### config.mk
export PLATFORM = sky130hd
export DESIGN_NAME = irq_ack_seq
export DESIGN_NICKNAME = d
export VERILOG_FILES = /design/src/rtl/irq_ack_pkg.sv /design/src/rtl/irq_src_arb.sv /design/src/rtl/irq_ack_tmo.sv /design/src/rtl/irq_ack_bus.sv /design/src/rtl/irq_vec_gen.sv /design/src/rtl/irq_ack_seq.sv
export SDC_FILE = /design/constraint.sdc
export NUM_CORES = 1
export LEC_CHECK = 0
export BUFFER_PORTS_ARGS = -buffer_cell sky130_fd_sc_hd__clkbuf_2
export CELL_PAD_IN_SITES_DETAIL_PLACEMENT = 0
export CELL_PAD_IN_SITES_GLOBAL_PLACEMENT = 1
export CORE_MARGIN = 3
export CORE_UTILIZATION = 29
export DETAILED_ROUTE_END_ITERATION = 10
export PLACE_DENSITY = 0.82
export SYNTH_ARGS = -nofsm -noshare
export SYNTH_HDL_FRONTEND = slang
export SYNTH_SLANG_ARGS = --single-unit
export TNS_END_PERCENT = 5
### constraint.sdc
create_clock -name clk -period 2.7 [get_ports clk]
set_input_delay 0.405 -clock clk [delete_from_list [all_inputs] [get_ports clk]]
set_output_delay 0.405 -clock clk [all_outputs]
set_load 0.1 [all_outputs]
### src/rtl/irq_ack_pkg.sv
package irq_ack_pkg;
   typedef enum logic [1:0] {
      ST_IDLE  = 2'd0,
      ST_STACK = 2'd1,
      ST_ACK   = 2'd2,
      ST_DONE  = 2'd3
   } seq_st_e;

   typedef enum logic [1:0] {
      TK_NONE     = 2'd0,
      TK_SUPPLIED = 2'd1,
      TK_AUTO     = 2'd2,
      TK_SPUR     = 2'd3
   } term_kind_e;
endpackage

### src/rtl/irq_src_arb.sv
module irq_src_arb #(
   parameter int LVL_W = 3
) (
   input  logic             tmr_req_i,
   input  logic [LVL_W-1:0] tmr_lvl_i,
   input  logic             ext_req_i,
   input  logic [LVL_W-1:0] ext_lvl_i,
   output logic             any_o,
   output logic             pick_tmr_o,
   output logic [LVL_W-1:0] lvl_o
);
   if (LVL_W < 1) begin : g_bad_lvl
      $error("irq_src_arb: LVL_W must be at least 1");
   end

   always_comb begin
      any_o      = tmr_req_i | ext_req_i;
      // equal levels resolve toward the internal timer source
      pick_tmr_o = tmr_req_i & (~ext_req_i | (tmr_lvl_i >= ext_lvl_i));
      lvl_o      = pick_tmr_o ? tmr_lvl_i : ext_lvl_i;
   end
endmodule

### src/rtl/irq_ack_tmo.sv
module irq_ack_tmo #(
   parameter int TMO_CYC = 16
) (
   input  logic clk,
   input  logic rst_n,
   input  logic run_i,
   output logic expire_o
);
   localparam int CNT_W = $clog2(TMO_CYC + 1);
   localparam logic [CNT_W-1:0] LAST = CNT_W'(TMO_CYC - 1);

   if (TMO_CYC < 2) begin : g_bad_tmo
      $error("irq_ack_tmo: TMO_CYC must be at least 2");
   end

   logic [CNT_W-1:0] cnt_q;

   always_ff @(posedge clk or negedge rst_n) begin
      if (!rst_n)      cnt_q <= '0;
      else if (!run_i) cnt_q <= '0;
      else if (cnt_q != LAST) cnt_q <= cnt_q + 1'b1;
   end

   assign expire_o = run_i & (cnt_q == LAST);

   AST_TMO_RANGE: assert property (@(posedge clk) disable iff (!rst_n)
      cnt_q <= LAST);
   AST_TMO_CLEARS: assert property (@(posedge clk) disable iff (!rst_n)
      !run_i |=> cnt_q == '0);
endmodule

### src/rtl/irq_ack_bus.sv
module irq_ack_bus #(
   parameter int ADDR_W = 24,
   parameter int FC_W   = 3,
   parameter int LVL_W  = 3
) (
   input  logic              active_i,
   input  logic [LVL_W-1:0]  lvl_i,
   output logic [FC_W-1:0]   fc_o,
   output logic [ADDR_W-1:0] addr_o
);
   localparam int LVL_HI = LVL_W;

   if (ADDR_W < LVL_W + 2) begin : g_bad_addr
      $error("irq_ack_bus: ADDR_W too narrow for level field");
   end

   always_comb begin
      fc_o   = '0;
      addr_o = '0;
      if (active_i) begin
         fc_o               = '1;
         addr_o             = '1;
         addr_o[LVL_HI:1]   = lvl_i;
      end
   end
endmodule

### src/rtl/irq_vec_gen.sv
module irq_vec_gen
   import irq_ack_pkg::*;
#(
   parameter int VEC_W     = 8,
   parameter int LVL_W     = 3,
   parameter int ADDR_W    = 24,
   parameter int AVEC_BASE = 'h30,
   parameter int SPUR_VEC  = 'h0F,
   parameter int VEC_SHIFT = 1
) (
   input  logic              clk,
   input  logic              rst_n,
   input  logic              load_i,
   input  term_kind_e        kind_i,
   input  logic [VEC_W-1:0]  data_i,
   input  logic [LVL_W-1:0]  lvl_i,
   output logic [VEC_W-1:0]  vec_num_o,
   output logic [ADDR_W-1:0] vec_addr_o
);
   localparam logic [VEC_W-1:0] AVEC_V = VEC_W'(AVEC_BASE);
   localparam logic [VEC_W-1:0] SPUR_V = VEC_W'(SPUR_VEC);

   if (VEC_W + VEC_SHIFT > ADDR_W) begin : g_bad_vw
      $error("irq_vec_gen: vector address exceeds ADDR_W");
   end
   if (AVEC_BASE + (1 << LVL_W) - 1 >= (1 << VEC_W)) begin : g_bad_base
      $error("irq_vec_gen: autovector range overflows VEC_W");
   end

   logic [VEC_W-1:0] vec_q;

   always_ff @(posedge clk or negedge rst_n) begin
      if (!rst_n) vec_q <= '0;
      else if (load_i) begin
         case (kind_i)
            TK_SUPPLIED: vec_q <= data_i;
            TK_AUTO:     vec_q <= AVEC_V + VEC_W'(lvl_i);
            default:     vec_q <= SPUR_V;
         endcase
      end
   end

   assign vec_num_o = vec_q;

   if (VEC_SHIFT == 0) begin : g_noshift
      assign vec_addr_o = ADDR_W'(vec_q);
   end else begin : g_shift
      assign vec_addr_o = ADDR_W'({vec_q, {VEC_SHIFT{1'b0}}});
   end

   AST_AVEC_VALUE: assert property (@(posedge clk) disable iff (!rst_n)
      (load_i && kind_i == TK_AUTO) |=> vec_num_o == AVEC_V + VEC_W'($past(lvl_i)));
   AST_SPUR_VALUE: assert property (@(posedge clk) disable iff (!rst_n)
      (load_i && kind_i == TK_SPUR) |=> vec_num_o == SPUR_V);
endmodule

### src/rtl/irq_ack_seq.sv
module irq_ack_seq
   import irq_ack_pkg::*;
#(
   parameter int ADDR_W    = 24,
   parameter int FC_W      = 3,
   parameter int LVL_W     = 3,
   parameter int VEC_W     = 8,
   parameter int TMO_CYC   = 16,
   parameter int AVEC_BASE = 'h30,
   parameter int SPUR_VEC  = 'h0F,
   parameter int VEC_SHIFT = 1
) (
   input  logic              clk,
   input  logic              rst_n,
   input  logic              tmr_req_i,
   input  logic [LVL_W-1:0]  tmr_lvl_i,
   input  logic              ext_req_i,
   input  logic [LVL_W-1:0]  ext_lvl_i,
   input  logic              insn_bnd_i,
   input  logic              dtack_i,
   input  logic              avec_i,
   input  logic              bmon_tmo_i,
   input  logic [VEC_W-1:0]  data_i,
   output logic [FC_W-1:0]   fc_o,
   output logic [ADDR_W-1:0] addr_o,
   output logic              ack_cyc_o,
   output logic              stack_o,
   output logic              pk_clr_o,
   output logic [LVL_W-1:0]  ipl_o,
   output logic              tmr_sel_o,
   output logic [VEC_W-1:0]  vec_num_o,
   output logic [ADDR_W-1:0] vec_addr_o,
   output logic              done_o
);
   seq_st_e          st_q, st_d;
   logic [LVL_W-1:0] lvl_q, ipl_q, arb_lvl;
   logic             tmr_sel_q, arb_any, arb_tmr;
   logic             ack_first_q, tmo_hit;
   term_kind_e       kind;

   irq_src_arb #(.LVL_W(LVL_W)) u_arb (
      .tmr_req_i (tmr_req_i),
      .tmr_lvl_i (tmr_lvl_i),
      .ext_req_i (ext_req_i),
      .ext_lvl_i (ext_lvl_i),
      .any_o     (arb_any),
      .pick_tmr_o(arb_tmr),
      .lvl_o     (arb_lvl)
   );

   irq_ack_tmo #(.TMO_CYC(TMO_CYC)) u_tmo (
      .clk     (clk),
      .rst_n   (rst_n),
      .run_i   (st_q == ST_ACK),
      .expire_o(tmo_hit)
   );

   irq_ack_bus #(.ADDR_W(ADDR_W), .FC_W(FC_W), .LVL_W(LVL_W)) u_bus (
      .active_i(st_q == ST_ACK),
      .lvl_i   (lvl_q),
      .fc_o    (fc_o),
      .addr_o  (addr_o)
   );

   // termination precedence: autovector, supplied vector, timeout
   always_comb begin
      kind = TK_NONE;
      if (st_q == ST_ACK) begin
         if (avec_i)                       kind = TK_AUTO;
         else if (dtack_i)                 kind = TK_SUPPLIED;
         else if (tmo_hit || bmon_tmo_i)   kind = TK_SPUR;
      end
   end

   irq_vec_gen #(
      .VEC_W(VEC_W), .LVL_W(LVL_W), .ADDR_W(ADDR_W),
      .AVEC_BASE(AVEC_BASE), .SPUR_VEC(SPUR_VEC), .VEC_SHIFT(VEC_SHIFT)
   ) u_vec (
      .clk       (clk),
      .rst_n     (rst_n),
      .load_i    (kind != TK_NONE),
      .kind_i    (kind),
      .data_i    (data_i),
      .lvl_i     (lvl_q),
      .vec_num_o (vec_num_o),
      .vec_addr_o(vec_addr_o)
   );

   always_comb begin
      st_d = st_q;
      case (st_q)
         ST_IDLE:  if (arb_any && insn_bnd_i) st_d = ST_STACK;
         ST_STACK: st_d = ST_ACK;
         ST_ACK:   if (kind != TK_NONE) st_d = ST_DONE;
         default:  st_d = ST_IDLE;
      endcase
   end

   always_ff @(posedge clk or negedge rst_n) begin
      if (!rst_n) begin
         st_q        <= ST_IDLE;
         lvl_q       <= '0;
         tmr_sel_q   <= 1'b0;
         ipl_q       <= '0;
         ack_first_q <= 1'b0;
      end else begin
         st_q <= st_d;
         if (st_q == ST_IDLE && st_d == ST_STACK) begin
            lvl_q     <= arb_lvl;
            tmr_sel_q <= arb_tmr;
         end
         if (st_q == ST_STACK) ack_first_q <= 1'b1;
         else if (st_q == ST_ACK) ack_first_q <= 1'b0;
         // priority field is taken from the driven address lines
         if (st_q == ST_ACK && ack_first_q) ipl_q <= addr_o[LVL_W:1];
      end
   end

   assign ack_cyc_o = (st_q == ST_ACK);
   assign stack_o   = (st_q == ST_STACK);
   assign pk_clr_o  = (st_q == ST_STACK);
   assign done_o    = (st_q == ST_DONE);
   assign ipl_o     = ipl_q;
   assign tmr_sel_o = tmr_sel_q;

   AST_START_GATED: assert property (@(posedge clk) disable iff (!rst_n)
      $rose(stack_o) |-> $past(insn_bnd_i) && $past(tmr_req_i || ext_req_i));
   AST_STACK_THEN_ACK: assert property (@(posedge clk) disable iff (!rst_n)
      stack_o |=> (ack_cyc_o && !stack_o && !pk_clr_o));
   AST_CPU_SPACE: assert property (@(posedge clk) disable iff (!rst_n)
      ack_cyc_o |-> (fc_o == '1 && addr_o[0] && (&addr_o[ADDR_W-1:LVL_W+1])));
   AST_QUIET_BUS: assert property (@(posedge clk) disable iff (!rst_n)
      !ack_cyc_o |-> (fc_o == '0 && addr_o == '0));
   AST_IPL_FROM_BUS: assert property (@(posedge clk) disable iff (!rst_n)
      $rose(ack_cyc_o) |=> ipl_o == $past(addr_o[LVL_W:1]));
   AST_DONE_ONE: assert property (@(posedge clk) disable iff (!rst_n)
      done_o |=> (!done_o && !ack_cyc_o));
   AST_VADDR_SHIFT: assert property (@(posedge clk) disable iff (!rst_n)
      done_o |-> vec_addr_o == ADDR_W'({vec_num_o, {VEC_SHIFT{1'b0}}}));
endmodule

==> results of run 1 <==
## path summary, 6_finish.rpt
check                      depth (start not counted)                 end  slack (ps)          startpoint
max in group asynchronous                          1  u_vec.vec_num_o[6]        2210               rst_n
setup / recovery                                  10           tmr_sel_o         120      u_tmo.cnt_q[0]
min in group clk                                   3  u_vec.vec_num_o[7]         370           data_i[7]
hold reg to reg                                    2  u_vec.vec_num_o[4]         520  u_vec.vec_num_o[4]
setup reg to reg                                  10           tmr_sel_o         120      u_tmo.cnt_q[0]
hold / removal                                     1  u_vec.vec_num_o[5]         120               rst_n
## cell usage in the layout (no fill, tap or decap), drive strengths merged
master / n
a21oi: 6
a221o: 4
a22oi: 1
a31oi: 3
and2: 8
and3: 1
buf: 2
clkbuf: 76
conb: 16
dfrtp: 23
ha: 12
inv: 11
mux2: 9
mux2i: 1
nand2: 12
nand2b: 2
nand3: 3
nand4b: 1
nor2: 3
nor2b: 3
nor3b: 1
o2111a: 1
o2111ai: 1
o21a: 1
o21ai: 8
o311a: 1
o31ai: 2
xnor2: 3
## layer usage
layer  vias to the layer above  GRT usage (%)
met1                       526           13.1
met3                         5           2.08
li1                        603              -
met4                         0           4.49
met5                         -              0
met2                        48           14.7
## final cells by class
| type | instances | area [sq um] |
|---|---|---|
| Timing Repair Buffer | 74 | 375 |
| Tap cell | 70 | 87.6 |
| Clock buffer | 4 | 45.0 |
| Inverter | 11 | 41.3 |
| Sequential cell | 23 | 576 |
| Multi-Input combinational cell | 103 | 742 |
| Fill cell | 570 | 3470 |
## cells by family (layout without fill, tap and decap cells)
family	Yosys count	in the layout
adders and majority gates	12	12
DFF	23	23
xor gates and xnor gates	3	3
and+or+nand+nor	34	34
AOI/OAI and AO/OA	28	28
other	1	16
buffers and inverters	63	89
muxes	10	10
## state kept, by name, indices dropped and copies added, names as in the netlist
| name | flops |
|---|---|
| u_vec.vec_num_o | 8 |
| u_tmo.cnt_q | 5 |
| ipl_o | 3 |
| lvl_q | 3 |
| st_q | 2 |
| ack_first_q | 1 |
| tmr_sel_o | 1 |
## metrics by stage
step                worst slack, ps  hold slack (ps)
floorplan                      50.1              109
global placement                177              431
CTS                             105              137
finish                          120              119
global route                   13.7              158
detailed placement              120              433
## worst max-delay path, stage by stage, from the launching register on
cell                       delay [ps]
sky130_fd_sc_hd__dfrtp_1          410
sky130_fd_sc_hd__ha_1             220
sky130_fd_sc_hd__and3_1           180
sky130_fd_sc_hd__ha_1             200
sky130_fd_sc_hd__o311a_1          310
sky130_fd_sc_hd__inv_1             90
sky130_fd_sc_hd__ha_2             180
sky130_fd_sc_hd__nand2b_1          70
sky130_fd_sc_hd__a221o_1          350
sky130_fd_sc_hd__and2_4           170
sky130_fd_sc_hd__mux2_4           290
==> metrics.log, run 1 <==
INFO  metric outcome = completed
INFO  metric grt_pass1_wl = 5040 um
INFO  metric critical_path_arrival = 2740 ps
INFO  metric cts.repair.resized = 0
INFO  metric yosys.area.top_type_share = 34.6%
INFO  metric hold_fix_buffers_cts = 0
INFO  metric insertedDiodeCount = 0
INFO  metric layout-drive-gt1-share = 42.3%
INFO  metric post_synth_fa_ha_maj_area_fraction = 9.03%
INFO  metric worst_ep_required_time = 2860 ps
INFO  metric cts_made_buffers = 3
INFO  metric synthFlopType = sky130_fd_sc_hd__dfrtp_1
INFO  metric ys_seq_area_share = 34.6%
INFO  metric final_max_slew_viol_count = 0
INFO  metric fin_crit_sh = 95.6%
INFO  metric syn_area_per_cell = 9.56 sq um
INFO  metric worst_slew_margin_rel = 62.2%
INFO  metric clk_pin_slew_worst_paths = 80 ps
INFO  metric area_delta_synth_final = 12.3%
INFO  metric crit_path_start_kind = flip-flop
INFO  metric vias_per_cell = 4.15
INFO  metric placedCellCount = 281
INFO  metric post-route-cell-area = 0.00187 sq mm
INFO  metric highest_layer = met4
INFO  metric critPathMaxFanout = 4
INFO  metric synth.most_common_cell = sky130_fd_sc_hd__buf_4
INFO  metric fp.dieH = 81.7 um
INFO  metric met3RoutedLength = 250 um
INFO  metric final_core_utilization = 35.0%
INFO  metric core = 0.00534 sq mm
INFO  metric endpoint_kind = flip-flop
INFO  metric synth-edff-count = 0
INFO  metric rsz0062_at_grt = false
INFO  metric skew = 1.47 ps
INFO  metric maxClockFrequency = 388 MHz
INFO  metric cts-root-to-sink-buffers = 2
INFO  metric portBuffers = 72
INFO  metric total_setup_buffers_inserted_after_cts = 0
INFO  metric fin_setup_tns = 0 ps
INFO  metric synth_top_family_by_area = buffers and inverters
INFO  metric post_drt_wl_per_cell = 11.2 um
INFO  metric clock_sink_count = 23
INFO  metric synth_cells = 174
INFO  metric yosysWarnings = 0
INFO  metric overall_track_demand_over_capacity_in_global_routing = 9.71%
INFO  metric setup_viol_count_final = 0
INFO  metric htree_num_levels = 1
INFO  metric synth_simple_gate_area_share = 11.0%
INFO  metric synth_async_sr_flop_share = 100%
INFO  metric initial_core_util = 31.2%
INFO  metric floorplan.die_area = 0.00668 sq mm
INFO  metric postSynthRegisterBits = 23
INFO  metric synth_top_cells_by_count = 49 x sky130_fd_sc_hd__buf_4, 23 x sky130_fd_sc_hd__dfrtp_1, 12 x sky130_fd_sc_hd__ha_1, 12 x sky130_fd_sc_hd__nand2_1, 11 x sky130_fd_sc_hd__inv_1
INFO  metric postPlaceCellArea = 0.00182 sq mm
INFO  metric rows = 26
INFO  metric mappedNetlistArea = 0.00166 sq mm
INFO  metric nNetsFinal = 250
INFO  metric first_iter_violations = 62
INFO  metric mux_contribution_to_synthesized_area = 6.92%
INFO  metric route.antenna.remaining_nets = 0
INFO  metric vias = 1,182
INFO  metric die_w = 81.7 um
INFO  metric drt_drc_violations_left = 0
INFO  metric tritoncts = built
INFO  metric wl = 3200 um
INFO  metric min_path_type = primary input to asynchronous set/reset pin
INFO  metric endpoints_failing_hold = 0
INFO  metric first_global_vias = 1,082
INFO  metric compound_gate_fraction_of_synth_area = 11.4%
INFO  metric grt_overflow_total = 0
INFO  metric post-synth-top-area-cell = sky130_fd_sc_hd__dfrtp_1
INFO  metric ys_top_cells_by_area = sky130_fd_sc_hd__dfrtp_1 35%, sky130_fd_sc_hd__buf_4 22%, sky130_fd_sc_hd__ha_1 9.0%, sky130_fd_sc_hd__mux2_2 5.4%, sky130_fd_sc_hd__nand2_1 2.7%
INFO  metric detailroute.wirelength.met2 = 1420 um
INFO  metric cts_root_buffer = sky130_fd_sc_hd__clkbuf_8
INFO  metric synth.distinct_cells = 30
INFO  metric grt_start_max_net_pins = 39
INFO  metric place_congestion = 0.785
INFO  metric drt-met1-wl = 1470 um
INFO  metric dr.pass1.iters = 4
INFO  metric max_slew.worst_pin.slew = 567 ps
INFO  metric synth-xor-area-share = 1.58%
INFO  metric dp.final_hpwl = 2610 um
INFO  metric grt_antenna_before_repair = 0
INFO  metric layout_min_cycle_time = 2580 ps
INFO  metric instances_no_fill = 285
INFO  metric insertion_delay = 260 ps
INFO  metric setup.worst_path.class = flip-flop to flip-flop
INFO  metric maxCapViolations = 0
INFO  metric ioPinCount = 89
Power of run 1 is left out: the tool's default activity adds up to more than one toggle a clock period on the data nets, which glitch-free logic cannot reach.
==> run 2, diff against run 1 <==
--- a/config.mk
+++ b/config.mk
@@ -5,7 +5,7 @@
 export SDC_FILE = /design/constraint.sdc
 export NUM_CORES = 1
 export LEC_CHECK = 0
-export BUFFER_PORTS_ARGS = -buffer_cell sky130_fd_sc_hd__clkbuf_2
+export BUFFER_PORTS_ARGS = -buffer_cell sky130_fd_sc_hd__buf_2
 export CELL_PAD_IN_SITES_DETAIL_PLACEMENT = 0
 export CELL_PAD_IN_SITES_GLOBAL_PLACEMENT = 1
 export CORE_MARGIN = 3
==> constraint.sdc (replaced) <==
create_clock -name clk -period 2.3 [get_ports clk]
set_input_delay 0.345 -clock clk [delete_from_list [all_inputs] [get_ports clk]]
set_output_delay 0.345 -clock clk [all_outputs]
set_load 0.1 [all_outputs]
==> metrics.log, run 2 (synthesis results as in run 1) <==
INFO  metric outcome = complete, but fails checks
INFO  metric violations_in_the_final_reports = setup timing
INFO  metric placedCellCount = 293 (+4.3%)
INFO  metric maxClockFrequency = 419 MHz (+8.2%)
INFO  metric vias = 1,256 (+6.3%)
INFO  metric grt-busiest-layer = met2
INFO  metric fill_cells = 551 (-3.3%)
INFO  metric cts-root-to-sink-buffers = 2 (unchanged)
INFO  metric setup.worst_path.class = flip-flop to flip-flop
INFO  metric maxCapViolations = 0 (unchanged)
INFO  metric cts_made_buffers = 3 (unchanged)
INFO  metric ff2ff_setup_slack = -80 ps (-200 ps)
INFO  metric insertedDiodeCount = 0 (unchanged)
INFO  metric die_w = 81.7 um (unchanged)
INFO  metric fin_crit_sh = 104% (+8.1 points)
INFO  metric rows = 26 (unchanged)
INFO  metric worst_ep_required_time = 2450 ps (-410 ps)
INFO  metric instances_no_fill = 299 (+4.9%)
INFO  metric critPathCapture = tmr_sel_o
INFO  metric critical_path_buf_inv_count = 1 (unchanged)
INFO  metric cts_root_buffer = sky130_fd_sc_hd__clkbuf_8
INFO  metric layout.cells.most_common_list = 69 x sky130_fd_sc_hd__buf_2, 23 x sky130_fd_sc_hd__dfrtp_1, 16 x sky130_fd_sc_hd__conb_1, 16 x sky130_fd_sc_hd__buf_4, 12 x sky130_fd_sc_hd__nand2_1
INFO  metric route.antenna.remaining_nets = 0 (unchanged)
INFO  metric grt_start_max_net_pins = 37 (-5.1%)
INFO  metric setup_ws_post_layout = -84.3 ps (-204 ps)
INFO  metric critical_path_arrival = 2540 ps (-200 ps)
INFO  metric hold_fix_buffers_cts = 0 (unchanged)
INFO  metric place_congestion = 0.759 (-3.3%)
INFO  metric timing.reg2reg.worst_path_depth = 10 (unchanged)
INFO  metric wl = 3560 um (+11%)
INFO  metric crit_path_start_kind = flip-flop
INFO  metric skew = 5.17 ps (+3.70 ps)
INFO  metric met3_usage = 2.41% (+0.33 points)
INFO  metric endpoints_failing_hold = 0 (unchanged)
INFO  metric grtUsageMet1 = 13.7% (+0.54 points)
INFO  metric endpoint_kind = flip-flop
INFO  metric layout-drive-gt1-share = 51.1% (+8.8 points)
INFO  metric floorplan.die_area = 0.00668 sq mm (unchanged)
INFO  metric layout_min_cycle_time = 2380 ps (-196 ps)
INFO  metric core = 0.00534 sq mm (unchanged)
INFO  metric critical_path_start = u_tmo.cnt_q[1]
INFO  metric max_slew.worst_pin.slew = 529 ps (-38.4 ps)
INFO  metric dp.final_hpwl = 2740 um (+5.0%)
INFO  metric fp.dieH = 81.7 um (unchanged)
INFO  metric min_path_type = primary input to asynchronous set/reset pin
INFO  metric most_frequent_standard_cell_in_the_layout_excluding_fill_and_tap_cells = sky130_fd_sc_hd__buf_2
INFO  metric cp_top_family = compound AO/OA/AOI/OAI gates
INFO  metric slowest_delay = 390 ps (-20 ps)
INFO  metric dr.pass1.iters = 4 (unchanged)
INFO  metric grt_overflow_total = 0 (unchanged)
INFO  metric area_delta_synth_final = 24.5%
INFO  metric grt_use_met2 = 17.9% (+3.2 points)
INFO  metric timing.critical_path.depth = 10 (unchanged)
INFO  metric rsz0062_at_grt = true
INFO  metric post_drt_wl_per_cell = 11.9 um (+5.8%)
INFO  metric drt_drc_violations_left = 0 (unchanged)
INFO  metric vias_per_cell = 4.20 (+1.3%)
INFO  metric critPathMaxFanout = 3 (-1)
INFO  metric portBuffers = 72 (unchanged)
INFO  metric ioPinCount = 89 (unchanged)
INFO  metric worst_path_cell_chain = ha_2, and3_4, ha_4, o311a_4, inv_4, ha_4, nand2b_4, a221o_1, and2_4, mux2_4
INFO  metric final_max_slew_viol_count = 0 (unchanged)
INFO  metric worstReg2RegStart = u_tmo.cnt_q[1]
INFO  metric overall_track_demand_over_capacity_in_global_routing = 10.5% (+0.82 points)
INFO  metric largest_register_ff_count = 8 (unchanged)
INFO  metric critical-path-top-cell-by-count = sky130_fd_sc_hd__ha_4
INFO  metric worst_slew_margin_rel = 64.7% (+2.6 points)
INFO  metric nNetsFinal = 264 (+5.6%)
INFO  metric grt_antenna_before_repair = 0 (unchanged)
INFO  metric insertion_delay = 260 ps (about the same)
INFO  metric first_iter_violations = 65 (+4.8%)
INFO  metric r2r_end = tmr_sel_o
INFO  metric setup_viol_count_final = 6 (+6)
INFO  metric initial_core_util = 31.2% (unchanged)
INFO  metric htree_num_levels = 1 (unchanged)
INFO  metric first_global_vias = 1,176 (+8.7%)
INFO  metric clock_sink_count = 23 (unchanged)
INFO  metric crit_slowest_cell = sky130_fd_sc_hd__dfrtp_1
INFO  metric tritoncts = built
INFO  metric grt_pass1_wl = 5530 um (+9.7%)
INFO  metric clk_pin_slew_worst_paths = 80 ps (about the same)
[run 2: cell types whose count changed in the layout (fill, tap and decap cells not counted), sizes merged]
cell,change
buf,+83
clkbuf,-70
clkinv,+1
[run 2: how the worst min path moves through the flow]
stage                from                 end  slack [ps]  cells after the start
floorplan           rst_n         ack_first_q          50                      0
global placement    rst_n      u_tmo.cnt_q[2]         350                      1
detailed placement  rst_n  u_vec.vec_num_o[0]         360                      1
CTS                 rst_n  u_vec.vec_num_o[7]          70                      1
global route        rst_n      u_tmo.cnt_q[3]          80                      1
finish              rst_n  u_vec.vec_num_o[0]          50                      1
[run 2: layer usage]
metal,part of all wire (%),routed length [um]
met5,0,0
met4,0.53,19
met3,7.8,278
met2,49,1730
met1,43,1530
[run 2: what timing repair did]
action | CTS | global route
buffers inserted | 0 | 2
gates resized for setup | 7 | 12
setup endpoints to repair | 10 | 10
pin swaps | 1 | 2
[run 2: cell type report]
cell class / instances / area, sq um / area share, %
multi-input combinational: 103 / 828 / 40.0
sequential: 23 / 576 / 27.8
timing repair buffer: 88 / 488 / 23.6
tap: 70 / 87.6 / 4.23
inverter: 11 / 43.8 / 2.12
clock buffer: 3 / 41.3 / 2.00
clock inverter: 1 / 5.00 / 0.242
[run 2: per-stage QoR]
stage               area [sq um]  hold WS [ps]  worst slack, ps  util (%)  setup TNS (ps)
global route                2070          82.6             -164      38.8            -753
finish                      2070          54.2            -84.3      38.8            -177
CTS                         2000          70.6             -137      37.5            -416
detailed placement          1910           358             -197      35.8           -1010
global placement            1910           352             -127      35.8            -521
floorplan                   1740          49.4             -325         -           -1320
Power of run 2 is left out for the same reason.
